[src/rtl/acq_pkg.sv]
package acq_pkg;
  localparam int TO_W_DEF   = 14;
  localparam int GAIN_W_DEF = 2;
  localparam int CSR_W_DEF  = 2;

  typedef enum logic {
    ST_NORM  = 1'b0,
    ST_BOOST = 1'b1
  } acq_state_e;
endpackage

[src/rtl/acq_timer.sv]
module acq_timer #(
  parameter int TO_W = acq_pkg::TO_W_DEF
) (
  input  logic            clk,
  input  logic            rst,
  input  logic            load,
  input  logic [TO_W-1:0] load_val,
  input  logic            tick,
  output logic            expire
);
  localparam logic [TO_W-1:0] ONE = TO_W'(1);

  logic [TO_W-1:0] cnt;

  always_ff @(posedge clk) begin
    if (rst)                    cnt <= '0;
    else if (load)              cnt <= load_val;
    else if (tick && cnt != '0) cnt <= cnt - ONE;
  end

  // the last pending reference cycle is consumed now, unless a reload overrides it
  assign expire = tick && !load && (cnt == ONE);

  AST_RELOAD: assert property (@(posedge clk) disable iff (rst)
    load |=> cnt == $past(load_val));

  AST_NO_WRAP: assert property (@(posedge clk) disable iff (rst)
    (!load && tick && cnt == '0) |=> cnt == '0);

  AST_IDLE_HOLD: assert property (@(posedge clk) disable iff (rst)
    (!load && !tick) |=> $stable(cnt));
endmodule

[src/rtl/acq_seq.sv]
module acq_seq
  import acq_pkg::*;
(
  input  logic clk,
  input  logic rst,
  input  logic tune,
  input  logic to_nonzero,
  input  logic expire,
  output logic busy
);
  acq_state_e state, state_nx;

  always_comb begin
    state_nx = state;
    if (tune)        state_nx = to_nonzero ? ST_BOOST : ST_NORM;
    else if (expire) state_nx = ST_NORM;
  end

  always_ff @(posedge clk) begin
    if (rst) state <= ST_NORM;
    else     state <= state_nx;
  end

  assign busy = (state == ST_BOOST);

  AST_START: assert property (@(posedge clk) disable iff (rst)
    (tune && to_nonzero) |=> busy);

  AST_ZERO_STAYS_NORM: assert property (@(posedge clk) disable iff (rst)
    (tune && !to_nonzero) |=> !busy);

  AST_HOLD_BOOST: assert property (@(posedge clk) disable iff (rst)
    (busy && !expire && !tune) |=> busy);

  AST_NO_SELF_START: assert property (@(posedge clk) disable iff (rst)
    (!busy && !tune) |=> !busy);
endmodule

[src/rtl/acq_out_map.sv]
module acq_out_map #(
  parameter int GAIN_W = acq_pkg::GAIN_W_DEF,
  parameter int CSR_W  = acq_pkg::CSR_W_DEF
) (
  input  logic                  clk,
  input  logic                  rst,
  input  logic                  busy,
  input  logic [GAIN_W-1:0]     norm_gain,
  input  logic [GAIN_W-1:0]     boost_gain,
  input  logic [CSR_W-1:0]      slip_code,
  output logic [GAIN_W-1:0]     gain_code,
  output logic [(1<<CSR_W)-1:0] cmp_div,
  output logic                  loop_sw
);
  localparam int DIV_W = 1 << CSR_W;

  logic [DIV_W-1:0] factor;

  // one bit per slip code: the set bit gives the power-of-two divide factor
  for (genvar i = 0; i < DIV_W; i++) begin : g_factor
    assign factor[i] = (slip_code == CSR_W'(i));
  end

  assign gain_code = busy ? boost_gain : norm_gain;
  assign cmp_div   = busy ? factor : DIV_W'(1);
  assign loop_sw   = busy;

  AST_DIV_POW2: assert property (@(posedge clk) disable iff (rst)
    $countones(cmp_div) == 1);

  AST_NORM_DIV_ONE: assert property (@(posedge clk) disable iff (rst)
    !busy |-> cmp_div == DIV_W'(1));
endmodule

[src/rtl/acq_boost_ctrl.sv]
module acq_boost_ctrl #(
  parameter int TO_W   = acq_pkg::TO_W_DEF,
  parameter int GAIN_W = acq_pkg::GAIN_W_DEF,
  parameter int CSR_W  = acq_pkg::CSR_W_DEF
) (
  input  logic                  clk,
  input  logic                  rst,
  input  logic                  ref_tick,
  input  logic                  tune,
  input  logic [TO_W-1:0]       timeout,
  input  logic [GAIN_W-1:0]     norm_gain,
  input  logic [GAIN_W-1:0]     boost_gain,
  input  logic [CSR_W-1:0]      slip_code,
  output logic [GAIN_W-1:0]     gain_code,
  output logic [(1<<CSR_W)-1:0] cmp_div,
  output logic                  loop_sw,
  output logic                  busy
);
  localparam int DIV_W = 1 << CSR_W;

  logic expire;
  logic to_nonzero;

  assign to_nonzero = (timeout != '0);

  acq_timer #(.TO_W(TO_W)) i_timer (
    .clk      (clk),
    .rst      (rst),
    .load     (tune),
    .load_val (timeout),
    .tick     (ref_tick),
    .expire   (expire)
  );

  acq_seq i_seq (
    .clk        (clk),
    .rst        (rst),
    .tune       (tune),
    .to_nonzero (to_nonzero),
    .expire     (expire),
    .busy       (busy)
  );

  acq_out_map #(.GAIN_W(GAIN_W), .CSR_W(CSR_W)) i_map (
    .clk        (clk),
    .rst        (rst),
    .busy       (busy),
    .norm_gain  (norm_gain),
    .boost_gain (boost_gain),
    .slip_code  (slip_code),
    .gain_code  (gain_code),
    .cmp_div    (cmp_div),
    .loop_sw    (loop_sw)
  );

  AST_RETURN_TOGETHER: assert property (@(posedge clk) disable iff (rst)
    $fell(loop_sw) |-> (gain_code == norm_gain && cmp_div == DIV_W'(1)));

  AST_SWITCH_TRACKS_BUSY: assert property (@(posedge clk) disable iff (rst)
    loop_sw == busy);
endmodule

[config.mk]
export PLATFORM = sky130hd
export DESIGN_NAME = acq_boost_ctrl
export DESIGN_NICKNAME = d
export VERILOG_FILES = /design/src/rtl/acq_pkg.sv /design/src/rtl/acq_timer.sv /design/src/rtl/acq_seq.sv /design/src/rtl/acq_out_map.sv /design/src/rtl/acq_boost_ctrl.sv
export SDC_FILE = /design/constraint.sdc
export NUM_CORES = 1
export LEC_CHECK = 0
export ABC_AREA = 1
export CAP_MARGIN = 20
export CORE_ASPECT_RATIO = 1.1
export CORE_MARGIN = 8
export CORE_UTILIZATION = 25
export DETAILED_ROUTE_END_ITERATION = 12
export PLACE_DENSITY = 0.53
export SYNTH_ARGS = -nofsm -noshare
export SYNTH_HDL_FRONTEND = slang
export SYNTH_SLANG_ARGS = --single-unit
[constraint.sdc]
create_clock -name clk -period 2.3 [get_ports clk]
set_clock_uncertainty 0.1 [all_clocks]
set_input_delay 0.69 -clock clk [delete_from_list [all_inputs] [get_ports clk]]
set_output_delay 0.69 -clock clk [all_outputs]
set_load 0.01 [all_outputs]
* Word-level counts from Yosys, hierarchy flattened
Cells that the tools add are included.
** Storage, ports and cells
- Flip-flop bits (word level) :: 15
- Input bits :: 24
- Output and inout bits :: 8
- Word-level logic and storage cells :: 23
** Operators by class
- Add/sub/neg operators :: 1
- Equality and inequality tests :: 4
- Multiplexer cells :: 7
- Reductions and logical operators :: 9
** Operator list (count)
- $mux 14 :: 2
- $reduce_bool 14->1 :: 2
- $eq 14x1->1 const B :: 1
- $sub 14x1->14 const B :: 1
- $eq 2x2->1 const B :: 2
- $mux 4 :: 1
- $reduce_bool 2->1 :: 2
- $logic_and 1x1->1 :: 3
- $mux 1 :: 3
- $eq 2x1->1 const B :: 1
- $logic_not 2->1 :: 1
- $mux 2 :: 1
- $logic_not 1->1 :: 1

* Longest topological paths before layout
- Depth in word-level cells :: 5
- Gate-level depth with buffers :: 11
- Gate-level depth less buffers :: 11

* By module
A second synthesis with hierarchy kept.
** Second synthesis, totals
- Cell total of the unflattened synthesis :: 206
- Area, all modules :: 1196.1 um2
** Modules (own cells, without submodules)
- acq_timer :: instances 1, cells each 170, area each 1036.0 um2, sequential area each 280.3 um2
- acq_out_map :: instances 1, cells each 15, area each 61.3 um2, sequential area each 0.0 um2
- acq_boost_ctrl :: instances 1, cells each 13, area each 51.3 um2, sequential area each 0.0 um2
- acq_seq :: instances 1, cells each 8, area each 47.5 um2, sequential area each 20.0 um2

* Least setup slack after synthesis
No wires, ideal clock.
- Path kind :: in2out
- Start :: input port slip_code[0]
- End :: output port cmp_div[0]
- Arrival time :: 0.972 ns
- Data required time :: 1.510 ns
- Path slack :: 0.538 ns
- Cell stages on the path :: 1
- Buffers on the path :: 0
- Path through :: o21ai_0
** Between the ends
- Cells in the longest elaborated chain, start to end :: 2
** Ends and longest elaborated chain
- start: declaration :: line acq_boost_ctrl.sv:13 : input logic [CSR_W-1:0] slip_code,
- $logic_not 2->1 :: line acq_out_map.sv:21 : assign factor[i] = (slip_code == CSR_W'(i));
- $mux 4 :: line acq_out_map.sv:25 : assign cmp_div = busy ? factor : DIV_W'(1);
- end: declaration :: line acq_boost_ctrl.sv:15 : output logic [(1<<CSR_W)-1:0] cmp_div,
Every way passes these cells.

* Final worst setup path
- Start :: input port norm_gain[0]
- End :: output port gain_code[0]
** Between the ends
- Cells in the longest elaborated chain, start to end :: 1
** Ends and longest elaborated chain
- start: declaration :: line acq_boost_ctrl.sv:11 : input logic [GAIN_W-1:0] norm_gain,
- $mux 2 :: line acq_out_map.sv:24 : assign gain_code = busy ? boost_gain : norm_gain;
- end: declaration :: line acq_boost_ctrl.sv:14 : output logic [GAIN_W-1:0] gain_code,
Every way passes these cells.

==> metrics.cfg <==
[outcome]
status=complete, no violations

[placed_design]
io_buffers=31
place_area_um2=1574
gp_congestion=0.8228
place_inst=288
dp_hpwl_um=2780

[sta]
rsz0062_at_grt=false
post-route-period-util_pct=99.34
hold-worst-slack_ps=443.6
hold_violations=0
maxSlewHeadroom_pct=78.60
setup_viol=0
min_period_ps=2285
worst_pin_slew_ps=320.6
slew_viol_final=0
fmax_mhz=437.7

[global_route]
antenna_found_initial=0
grt_usage_pct=10.31
first_global_vias=1253
grt_max_degree=20
grt-ovfl-total=0
grt_pass1_wl_um=5892

[clocking]
cts_tree=built
cts_buffers=3
clk_pin_slew_ps=60
numClockSinks=15
hold_buffers=0
clock_path_buffers=2
htree_levels=1
root_buffer=clkbuf_8
clock_latency_ps=250

[yosys]
synth_edf_count=0
synthesis.nets=229
ys_ff_latch=15
synth.avg_cell_area_um2=5.868
synth_warnings=0
syn-cell-area_um2=1191
yosysSeqAreaShare_pct=25.21
synth_top_flop_cell=dfxtp_1
async_reset_ff_share_pct=0
synthCells=203
yosysUniqueCellTypes=27

[routing]
vias_per_cell=4.490
wirelength_um=3520
final_antenna_net_count=0
drc=0
dr.pass1.iters=4
drt_iter0_drc=61
post_drt_wl_per_cell_um=12.05
vias=1311

[setup_path]
startpoint=norm_gain[0]
startpoint_type=input port
timing.rr.start=i_timer.cnt[0]$_SDFFE_PP0P_
cp_data_required_time_ps=1510
crit_fanout=1
crit_path_end_kind=output port
crit_type=in2out
arrival_ps=1490

[floorplan]
die_area_um2=7232
dieWidth_um=81.82
die_h_um=88.40
rows=26
start_util_pct=25.79
core_area_um2=4619
ios=32

[finish]
drive_above_1_share_pct=10.59
utilization_pct=34.75
layout_common_cells=nand2_1 (56), nor2_1 (36), clkdlybuf4s50_1 (23)
finalInstanceArea_um2=1605
final_net_count=263
syn2layout_area_growth_pct=34.77
fin_cells=292
nFillCells=533
diodes=0
final_common_cell=nand2_1

[min_path]
hold_class=reg2reg
hold_path.startpoint=i_timer.cnt[1]$_SDFFE_PP0P_

[power]
power.density_nw_per_um2=522.3
ir_worst_vdd_uv=213.0
p_leak_nw=0.7549

[job]
drv_cap=0

[state kept, by name (all words and copies together), names as in the netlist]
name	count
i_seq.busy	1
i_timer.cnt	14
[final timing paths]
path	endpoint	cells past startpoint	slack [ps]
hold reg to reg	i_timer.cnt[1]$_SDFFE_PP0P_	2	440
setup reg to reg	i_timer.cnt[10]$_SDFFE_PP0P_	11	520
hold / removal	i_timer.cnt[1]$_SDFFE_PP0P_	2	440
setup / recovery	gain_code[0]	3	20
[worst max-delay path: stages]
cell and delay (ps):
clkdlybuf4s50_1 410, mux2_4 280, buf_6 120
[per-stage QoR]
step	total power [W]	worst slack (ps)	TNS (ps)
global route	0.0009061	1.349	0
floorplan	0.0005148	537.9	0
detailed placement	0.0006238	-390.8	-2168
finish	0.0008385	15.29	0
CTS	0.0008416	23.82	0
global placement	0.0006214	-374.4	-2090
[cell type report]
class | instances | area (µm²) | share of cell area (%)
inverters | 21 | 78.83 | 4.910
repair buffers | 36 | 342.8 | 21.36
flip-flops and latches | 15 | 300.3 | 18.71
well taps | 56 | 70.07 | 4.365
multi-input cells | 160 | 768.2 | 47.86
clock buffers | 4 | 45.04 | 2.806
[power by group]
group          total (W)  switching, W  internal [W]
sequential      0.000312     0.0000284      0.000283
combinational   0.000303      0.000166      0.000137
clock           0.000224      0.000101      0.000123
[cell usage after synthesis, types with 3 or more instances]
| master | instances | area (µm²) |
|---|---|---|
| a21oi_1 | 11 | 55.05 |
| nand3_1 | 20 | 100.1 |
| inv_1 | 21 | 78.83 |
| nand2_1 | 56 | 210.2 |
| nor2_1 | 36 | 135.1 |
| nand2_2 | 4 | 25.02 |
| nand3b_1 | 3 | 22.52 |
| dfxtp_1 | 15 | 300.3 |
| o21ai_0 | 6 | 30.03 |
[repair_timing]
action | CTS | global route
setup buffers | 0 | 0
setup endpoints to repair | 6 | 4
endpoints found under the hold margin | 0 | 0
pin swaps | 0 | 1
gates resized for setup | 23 | 3
[layer usage]
metal  share of wire [%]  track usage [%]  vias up
met3                 5.1            1.728        2
met4                 1.1            4.313        0
met1                  47            12.65      584
met2                  47            17.17       22
met5                   0                0        -
li1                    -                -      703
[cells by family after synthesis]
kind of cell / after synthesis / synth area share, %
AO/OA/AOI/OAI: 22 / 9.874
multiplexers: 2 / 1.891
flip-flops: 15 / 25.21
buffers and inverters: 28 / 10.61
adder cells (fa/ha/maj): 2 / 2.101
XOR/XNOR: 2 / 1.471
AND/OR/NAND/NOR: 132 / 48.84
No activity file was read; power rests on OpenSTA's default activity.
